<file path="src/rtl/evflop_pkg.sv">
// Package: shared mode encoding for the event flip-flop stage.
// Assumes: the mode field is MODE_W bits wide; codes above LATCH are reserved.
package evflop_pkg;
    localparam int MODE_W = 3;

    typedef enum logic [MODE_W-1:0] {
        MODE_BYPASS = 3'd0,
        MODE_RS     = 3'd1,
        MODE_TOG    = 3'd2,
        MODE_DATA   = 3'd3,
        MODE_JK     = 3'd4,
        MODE_LATCH  = 3'd5,
        MODE_RSV6   = 3'd6,
        MODE_RSV7   = 3'd7
    } evmode_e;

    // True for the modes that update only on a detected rising edge.
    function automatic logic is_edge_mode(evmode_e m);
        return (m == MODE_TOG) || (m == MODE_DATA) || (m == MODE_JK);
    endfunction
endpackage

</file>
<file path="src/rtl/evflop_edge_det.sv">
// Module: samples the clock-role expression in the bus clock domain and
// flags a cycle in which it is high while the previous sample was low.
// Assumes: the input is already synchronous to clk.
module evflop_edge_det #(
    parameter int W = 1
) (
    input  logic         clk,
    input  logic         rst_n,
    input  logic [W-1:0] sig_i,
    output logic [W-1:0] prev_o,
    output logic [W-1:0] rise_o
);
    logic [W-1:0] prev_q;

    // Keep a one-cycle-old copy of the input.
    always_ff @(posedge clk) begin
        if (!rst_n) prev_q <= '0;
        else        prev_q <= sig_i;
    end

    // A rise is current high while the stored sample is low.
    always_comb begin
        rise_o = sig_i & ~prev_q;
    end

    assign prev_o = prev_q;

    AST_PREV_TRACKS: assert property (@(posedge clk) disable iff (!rst_n)
        rst_n |=> (prev_o == $past(sig_i)));
endmodule

</file>
<file path="src/rtl/evflop_state.sv">
// Module: the single storage bit Q and its next-state selection per mode.
// Assumes: rise_i is a one-cycle pulse from the edge detector; force wins.
module evflop_state
    import evflop_pkg::*;
(
    input  logic    clk,
    input  logic    rst_n,
    input  evmode_e mode_i,
    input  logic    init_i,
    input  logic    force_i,
    input  logic    d0_i,
    input  logic    d1_i,
    input  logic    rise_i,
    output logic    q_o
);
    logic q_r;
    logic q_nxt;

    // Next-state choice for each mode, force taking priority.
    always_comb begin
        q_nxt = q_r;
        if (force_i) begin
            q_nxt = init_i;
        end else begin
            unique case (mode_i)
                MODE_RS:    q_nxt = d0_i ? 1'b1 : (d1_i ? 1'b0 : q_r);
                MODE_TOG:   q_nxt = rise_i ? ~q_r : q_r;
                MODE_DATA:  q_nxt = rise_i ? d0_i : q_r;
                MODE_JK:    q_nxt = rise_i ? d0_i : q_r;
                MODE_LATCH: q_nxt = d1_i ? d0_i : q_r;
                default:    q_nxt = q_r;
            endcase
        end
    end

    // Storage bit update.
    always_ff @(posedge clk) begin
        if (!rst_n) q_r <= 1'b0;
        else        q_r <= q_nxt;
    end

    assign q_o = q_r;

    AST_FORCE_LOAD: assert property (@(posedge clk) disable iff (!rst_n)
        force_i |=> (q_o == $past(init_i)));
    AST_RS_SET_WINS: assert property (@(posedge clk) disable iff (!rst_n)
        (!force_i && mode_i == MODE_RS && d0_i) |=> q_o);
    AST_RS_CLEAR: assert property (@(posedge clk) disable iff (!rst_n)
        (!force_i && mode_i == MODE_RS && !d0_i && d1_i) |=> !q_o);
    AST_TOG_FLIP: assert property (@(posedge clk) disable iff (!rst_n)
        (!force_i && mode_i == MODE_TOG && rise_i) |=> (q_o != $past(q_o)));
    AST_EDGE_ONLY: assert property (@(posedge clk) disable iff (!rst_n)
        (!force_i && is_edge_mode(mode_i) && !rise_i) |=> $stable(q_o));
    AST_RSV_HOLD: assert property (@(posedge clk) disable iff (!rst_n)
        (!force_i && (mode_i == MODE_RSV6 || mode_i == MODE_RSV7)) |=> $stable(q_o));
    AST_BYP_HOLD: assert property (@(posedge clk) disable iff (!rst_n)
        (!force_i && mode_i == MODE_BYPASS) |=> $stable(q_o));
endmodule

</file>
<file path="src/rtl/evflop_out_mux.sv">
// Module: chooses between the raw expressions (bypass) and Q / not-Q.
// Assumes: purely combinational; no register in the bypass path.
module evflop_out_mux
    import evflop_pkg::*;
(
    input  evmode_e mode_i,
    input  logic    d0_i,
    input  logic    d1_i,
    input  logic    q_i,
    output logic    out0_o,
    output logic    out1_o
);
    // Route either the expressions or the stored bit pair.
    always_comb begin
        if (mode_i == MODE_BYPASS) begin
            out0_o = d0_i;
            out1_o = d1_i;
        end else begin
            out0_o = q_i;
            out1_o = ~q_i;
        end
    end
endmodule

</file>
<file path="src/rtl/evflop_stage.sv">
// Module: top of the configurable event flip-flop stage.
// Assumes: all inputs synchronous to clk; reset is synchronous, active low.
module evflop_stage
    import evflop_pkg::*;
(
    input  logic              clk,
    input  logic              rst_n,
    input  logic [MODE_W-1:0] cfg_mode,
    input  logic              cfg_init_i,
    input  logic              force_init_i,
    input  logic              expr0_i,
    input  logic              expr1_i,
    output logic              evt_q_o,
    output logic              evt_qn_o,
    output logic              q_fb_o
);
    evmode_e mode;
    logic    rise;
    logic    prev1;
    logic    q;

    assign mode = evmode_e'(cfg_mode);

    evflop_edge_det #(.W(1)) u_edge (
        .clk    (clk),
        .rst_n  (rst_n),
        .sig_i  (expr1_i),
        .prev_o (prev1),
        .rise_o (rise)
    );

    evflop_state u_state (
        .clk     (clk),
        .rst_n   (rst_n),
        .mode_i  (mode),
        .init_i  (cfg_init_i),
        .force_i (force_init_i),
        .d0_i    (expr0_i),
        .d1_i    (expr1_i),
        .rise_i  (rise),
        .q_o     (q)
    );

    evflop_out_mux u_mux (
        .mode_i (mode),
        .d0_i   (expr0_i),
        .d1_i   (expr1_i),
        .q_i    (q),
        .out0_o (evt_q_o),
        .out1_o (evt_qn_o)
    );

    assign q_fb_o = q;

    AST_COMPL_OUT: assert property (@(posedge clk) disable iff (!rst_n)
        (mode != MODE_BYPASS) |-> (evt_qn_o == ~evt_q_o));
    AST_FB_MATCH: assert property (@(posedge clk) disable iff (!rst_n)
        (mode != MODE_BYPASS) |-> (q_fb_o == evt_q_o));
    AST_DATA_CAPTURE: assert property (@(posedge clk) disable iff (!rst_n)
        (!force_init_i && mode == MODE_DATA && expr1_i && !prev1) |=> (q_fb_o == $past(expr0_i)));
endmodule

</file>
<file path="config.mk">
export PLATFORM = sky130hd
export DESIGN_NAME = evflop_stage
export DESIGN_NICKNAME = d
export VERILOG_FILES = /design/src/rtl/evflop_pkg.sv /design/src/rtl/evflop_edge_det.sv /design/src/rtl/evflop_state.sv /design/src/rtl/evflop_out_mux.sv /design/src/rtl/evflop_stage.sv
export SDC_FILE = /design/constraint.sdc
export NUM_CORES = 1
export LEC_CHECK = 0
export CAP_MARGIN = 15
export CORE_AREA = 2 2 39 41
export CTS_BUF_LIST = sky130_fd_sc_hd__clkbuf_4 sky130_fd_sc_hd__clkbuf_8
export DETAILED_ROUTE_END_ITERATION = 12
export DIE_AREA = 0 0 41 43
export PLACE_DENSITY = 0.38
export SLEW_MARGIN = 20
export SYNTH_ARGS = -nofsm -noshare
export SYNTH_HDL_FRONTEND = slang
export SYNTH_HIERARCHICAL = 1
export SYNTH_SLANG_ARGS = --single-unit
</file>
<file path="constraint.sdc">
create_clock -name clk -period 1.32 [get_ports clk]
set_clock_uncertainty 0.1 [all_clocks]
set_input_delay 0.198 -clock clk [delete_from_list [all_inputs] [get_ports clk]]
set_output_delay 0.198 -clock clk [all_outputs]
set_load 0.05 [all_outputs]
</file>
# --- Yosys cells after proc, flatten, opt, wreduce, memory -nomap -nowiden ---
# Index checks and enable logic that the tools add are counted.
totals:
  register_bits: 2
  input_bits: 9
  output_inout_bits: 3
  elab_cells: 27
op_classes:
  n_eq_ne: 9
  mux: 9
  n_bitwise: 3
  reduce_logical: 4
ops:
  columns: ["cell", "count"]
  rows:
  - ["1-bit 2-to-1 mux", 8]
  - ["3-bit by 2-bit equality test with 1-bit output (second input constant)", 2]
  - ["3-bit equality test (second input constant)", 2]
  - ["5-bit AND reduction", 1]
  - ["5-bit nonzero test", 1]
  - ["4-bit inequality test (second input constant)", 1]
  - ["1-bit one-hot mux with 4 select lines", 1]
  - ["3-bit by 1-bit equality test with 1-bit output (second input constant)", 1]
  - ["3-bit zero test", 1]
  - ["3-bit by 1-bit inequality test with 1-bit output (second input constant)", 1]
  - ["3-bit by 2-bit inequality test with 1-bit output (second input constant)", 1]
  - ["3-bit inequality test (second input constant)", 1]
  - ["1-bit NOT", 2]
  - ["2-bit OR reduction", 1]
  - ["1-bit bitwise AND", 1]

# --- Longest topological paths before layout ---
depth:
  word_depth: 5
  ltp_mapped: 4
  depth_no_buf: 4

# --- Modules after synthesis ---
# Netlist, hierarchy kept.
by_module_without_submodules:
  columns: ["module", "instances", "cells_per_inst", "area_each_um2", "seq_area_each_um2"]
  rows:
  - ["evflop_state", 1, 16, 126.4, 20.0]
  - ["evflop_edge_det", 1, 3, 40.0, 20.0]
  - ["evflop_out_mux", 1, 4, 37.5, 0.0]

# --- Worst setup path before layout ---
# OpenSTA, ideal clock, no wires.
synth_timing:
  path_kind: "input -> output"
  from: "in cfg_mode[2]"
  to: "out evt_qn_o"
  arrival_ps: 1378
  t_required_ps: 1022
  slack_ps: -356
  path_stages: 2
  n_path_buf: 0
  path_cell_list: "or3_4 a21oi_1"
synth_between:
  elab_chain_len: 2
synth_lines:
  columns: ["item", "line", "text"]
  rows:
  - ["from (decl)", "evflop_stage.sv:8", "input logic [MODE_W-1:0] cfg_mode,"]
  - ["3-bit zero test", "evflop_out_mux.sv:15", "if (mode_i == MODE_BYPASS) begin"]
  - ["1-bit 2-to-1 mux", "evflop_out_mux.sv:15", null]
  - ["to (decl)", "evflop_stage.sv:14", "output logic evt_qn_o,"]
# No other way between the ends.

# --- Worst setup path in the final report ---
layout_timing:
  from: "in cfg_mode[2]"
  to: "out evt_q_o"
layout_between:
  elab_chain_len: 2
layout_lines:
  columns: ["item", "line", "text"]
  rows:
  - ["3-bit zero test", "evflop_out_mux.sv:15", null]
  - ["1-bit 2-to-1 mux", "evflop_out_mux.sv:15", null]
  - ["to (decl)", "evflop_stage.sv:13", "output logic evt_q_o,"]
# No other way between the ends.

==> impl_results.md <==
- Outcome: complete, but fails checks
- Failing checks: negative setup slack
- Post-Syn Area: 204 um2
- Final Net Count: 54
- Number of hold buffers added after cts: 0
- Max rail drop VDD: 0.250 mV
- First-pass GRT wire length: 972 um
- Adder-Cell Fraction of Synth Area: 0
- Drt total wl: 662 um
- Leakage: 0.192 nW
- # setup viols final: 2
- Sw Share: 0.308
- Mux share of post-synthesis cell area: 0.0736
- ANT nets after route: 0
- Clock Path Buffers: 2
- Die Height: 43 um
- Netlist cell types: 19
- Crit-path slowest cell: or3_4
- Register area share after synthesis: 0.196
- Largest net degree at the start of global routing: 6
- Post-DP HPWL: 492 um
- Cell Chain, Critical Path: buf_8 > or3_4 > mux2_4 > buf_8
- Max_cap viols: 0
- Area Growth Syn to Fin: 120%
- Total clock buffers created by CTS: 3
- Switch Pwr: 0.113 mW
- Clock power frac: 0.365
- Placed Instances: 54
- Yosys reg bits: 2
- Syn Inst Count: 23
- Fraction of layout cells with a size suffix above 1: 0.605
- Vias in the first global route: 248
- Met1 Track Usage GR: 0.0863
- Critical Path AT: 1.15 ns
- Port Buffers: 11
- PD cells: 815 mW/mm2
- GR peak layer: met2
- Worst-Margin Slew: 0.245 ns
- Synthesized area per cell: 8.87 um2
- Worst EP required: 1.02 ns
- Starting Density: 0.147
- RePlAce Congestion: 0.565
- Drt drc: 0
- Die width: 41 um
- DRT iter0 DRCs: 2
- Most common cell after layout, fill and taps aside: buf_4
- Synth warn: 6
- CTS sink count: 2
- Share of the synthesized area in the top cell type: 0.196
- CP delay by family, top: simple AND/OR/NAND/NOR gates
- Kind of critical path: in2out
- Tmin final: 1.45 ns
- Flop pwr share: 0.199
- CP Launch Type: input port
- Hold WS: 0.365 ns
- Class of the worst hold path: in2reg
- Finished Layout Cells: 59
- Synth Area in Simple Gates: 0.442
- Vias per Instance: 4.22
- TritonCTS clock tree: yes
- Clock transition at path regs: 0.03 ns
- Combinational Power Share: 0.436
- CP max stage delay: 0.39 ns
- Gr usage total: 0.0862
- Pre-CTS WS: -0.580 ns
- DRT Pass-1 Iters: 2
- DIE AREA: 0.00176 mm2
- Syn nets: 32
- Most frequent cells in the layout: buf_4, clkbuf_4, clkdlybuf4s50_1, buf_8
- RSZ-0062 raised after global routing: yes
- Crit. End Element: output port
- Total chip power: 0.366 mW
- Top cells by area, synth: dfxtp_1, and2b_2, o21ai_0, a221oi_2, mux2_4
- IO Pins: 12
- Dominant cell type by area after synthesis: dfxtp_1
- Slew Limit Fails: 0
- Crit path buffers/inverters: 2
- Drt wl/cell: 11.2 um
- Compound-Gate Fraction of Synth Area: 0.270
- Initial antenna violation count: 0
- Xor and xnor area share after synthesis: 0
- Root Driver: clkbuf_4
- Total congestion overflow: 0
- Skew-Pair Late Insertion Delay: 0.22 ns
- Max FO, Critical Path: 2
- Largest family of logic cells by synthesized area: simple AND/OR/NAND/NOR gates
- Met3 Track Usage GR: 0.0209
- Final WS setup: -0.126 ns
- Vias: 249
- Fmax: 692 MHz
- GR Util met2: 0.134
- Slew HR: 0.835
- Row count: 14
- Core area: 0.00138 mm2
- CTS HTree Levels: 1
- Final Cycle Share: 1.10
- Antenna Cells: 0
- CP most frequent cell: buf_8
- Pint: 0.254 mW
- Final hold vios: 0
## cells by family after synthesis
logic type	after synthesis
buffers and inverters	1
DFF	2
and+or+nand+nor	12
muxes	1
AOI/OAI and AO/OA	7
## cell usage after synthesis (all sizes together)
| master | number |
|---|---|
| nand2 | 1 |
| o21ai | 4 |
| inv | 1 |
| or3 | 1 |
| mux2 | 1 |
| nand3 | 1 |
| or3b | 1 |
| a21oi | 1 |
| nor2 | 1 |
| a311o | 1 |
| and2b | 2 |
| dfxtp | 2 |
| nor3b | 1 |
| nor2b | 2 |
| and2 | 1 |
| nor4 | 1 |
| a221oi | 1 |
## metal layers
layer	vias to the layer above	share of wire
met5	-	0
met4	0	0
met3	0	0.10
met2	12	0.51
met1	109	0.39
li1	128	-
## final timing paths
check | startpoint | endpoint | slack (ns) | cells after the start
setup / recovery | cfg_mode[2] | evt_q_o | -0.13 | 4
hold / removal | expr1_i | u_edge/prev_o | 0.37 | 2
setup reg to reg | u_state/q_o | u_state/q_o | 0.20 | 4
hold reg to reg | u_state/q_o | u_state/q_o | 0.41 | 2
## power groups by stage
stage / registers (mW) / clock network (mW) / logic [mW]
after floorplan: 0.0812 / 0 / 0.0599
after global placement: 0.0737 / 0 / 0.145
after detailed placement: 0.0738 / 0 / 0.146
after CTS: 0.0730 / 0.146 / 0.154
after global routing: 0.0738 / 0.143 / 0.169
final: 0.0728 / 0.134 / 0.160
## what timing repair did
| action | CTS | global route |
|---|---|---|
| gates cloned | 0 | 0 |
| resized for setup | 22 | 3 |
| setup buffers | 1 | 1 |
| setup endpoints to repair | 3 | 2 |
| pin swaps | 2 | 1 |
## state kept, by name (all words and copies together) (netlist names)
name and flops:
u_edge/prev_o 1, u_state/q_o 1
## layout make-up
type	instances	area, um2
clock buffers	3	22.5
fillers	149	935
inverters	1	3.75
multi-input cells	20	179
flip-flops and latches	2	41.3
well taps	16	20.0
repair buffers	17	183
## per-stage QoR
stage / setup TNS [ns] / utilization / area (um2)
final: -0.132 / 0.325 / 449
after global placement: -1.50 / 0.279 / 387
after floorplan: -0.0509 / - / 209
after detailed placement: -1.56 / 0.279 / 387
after global routing: -0.181 / 0.325 / 449
after CTS: -0.145 / 0.310 / 429
Note: power is estimated with default switching activity, not from simulation.
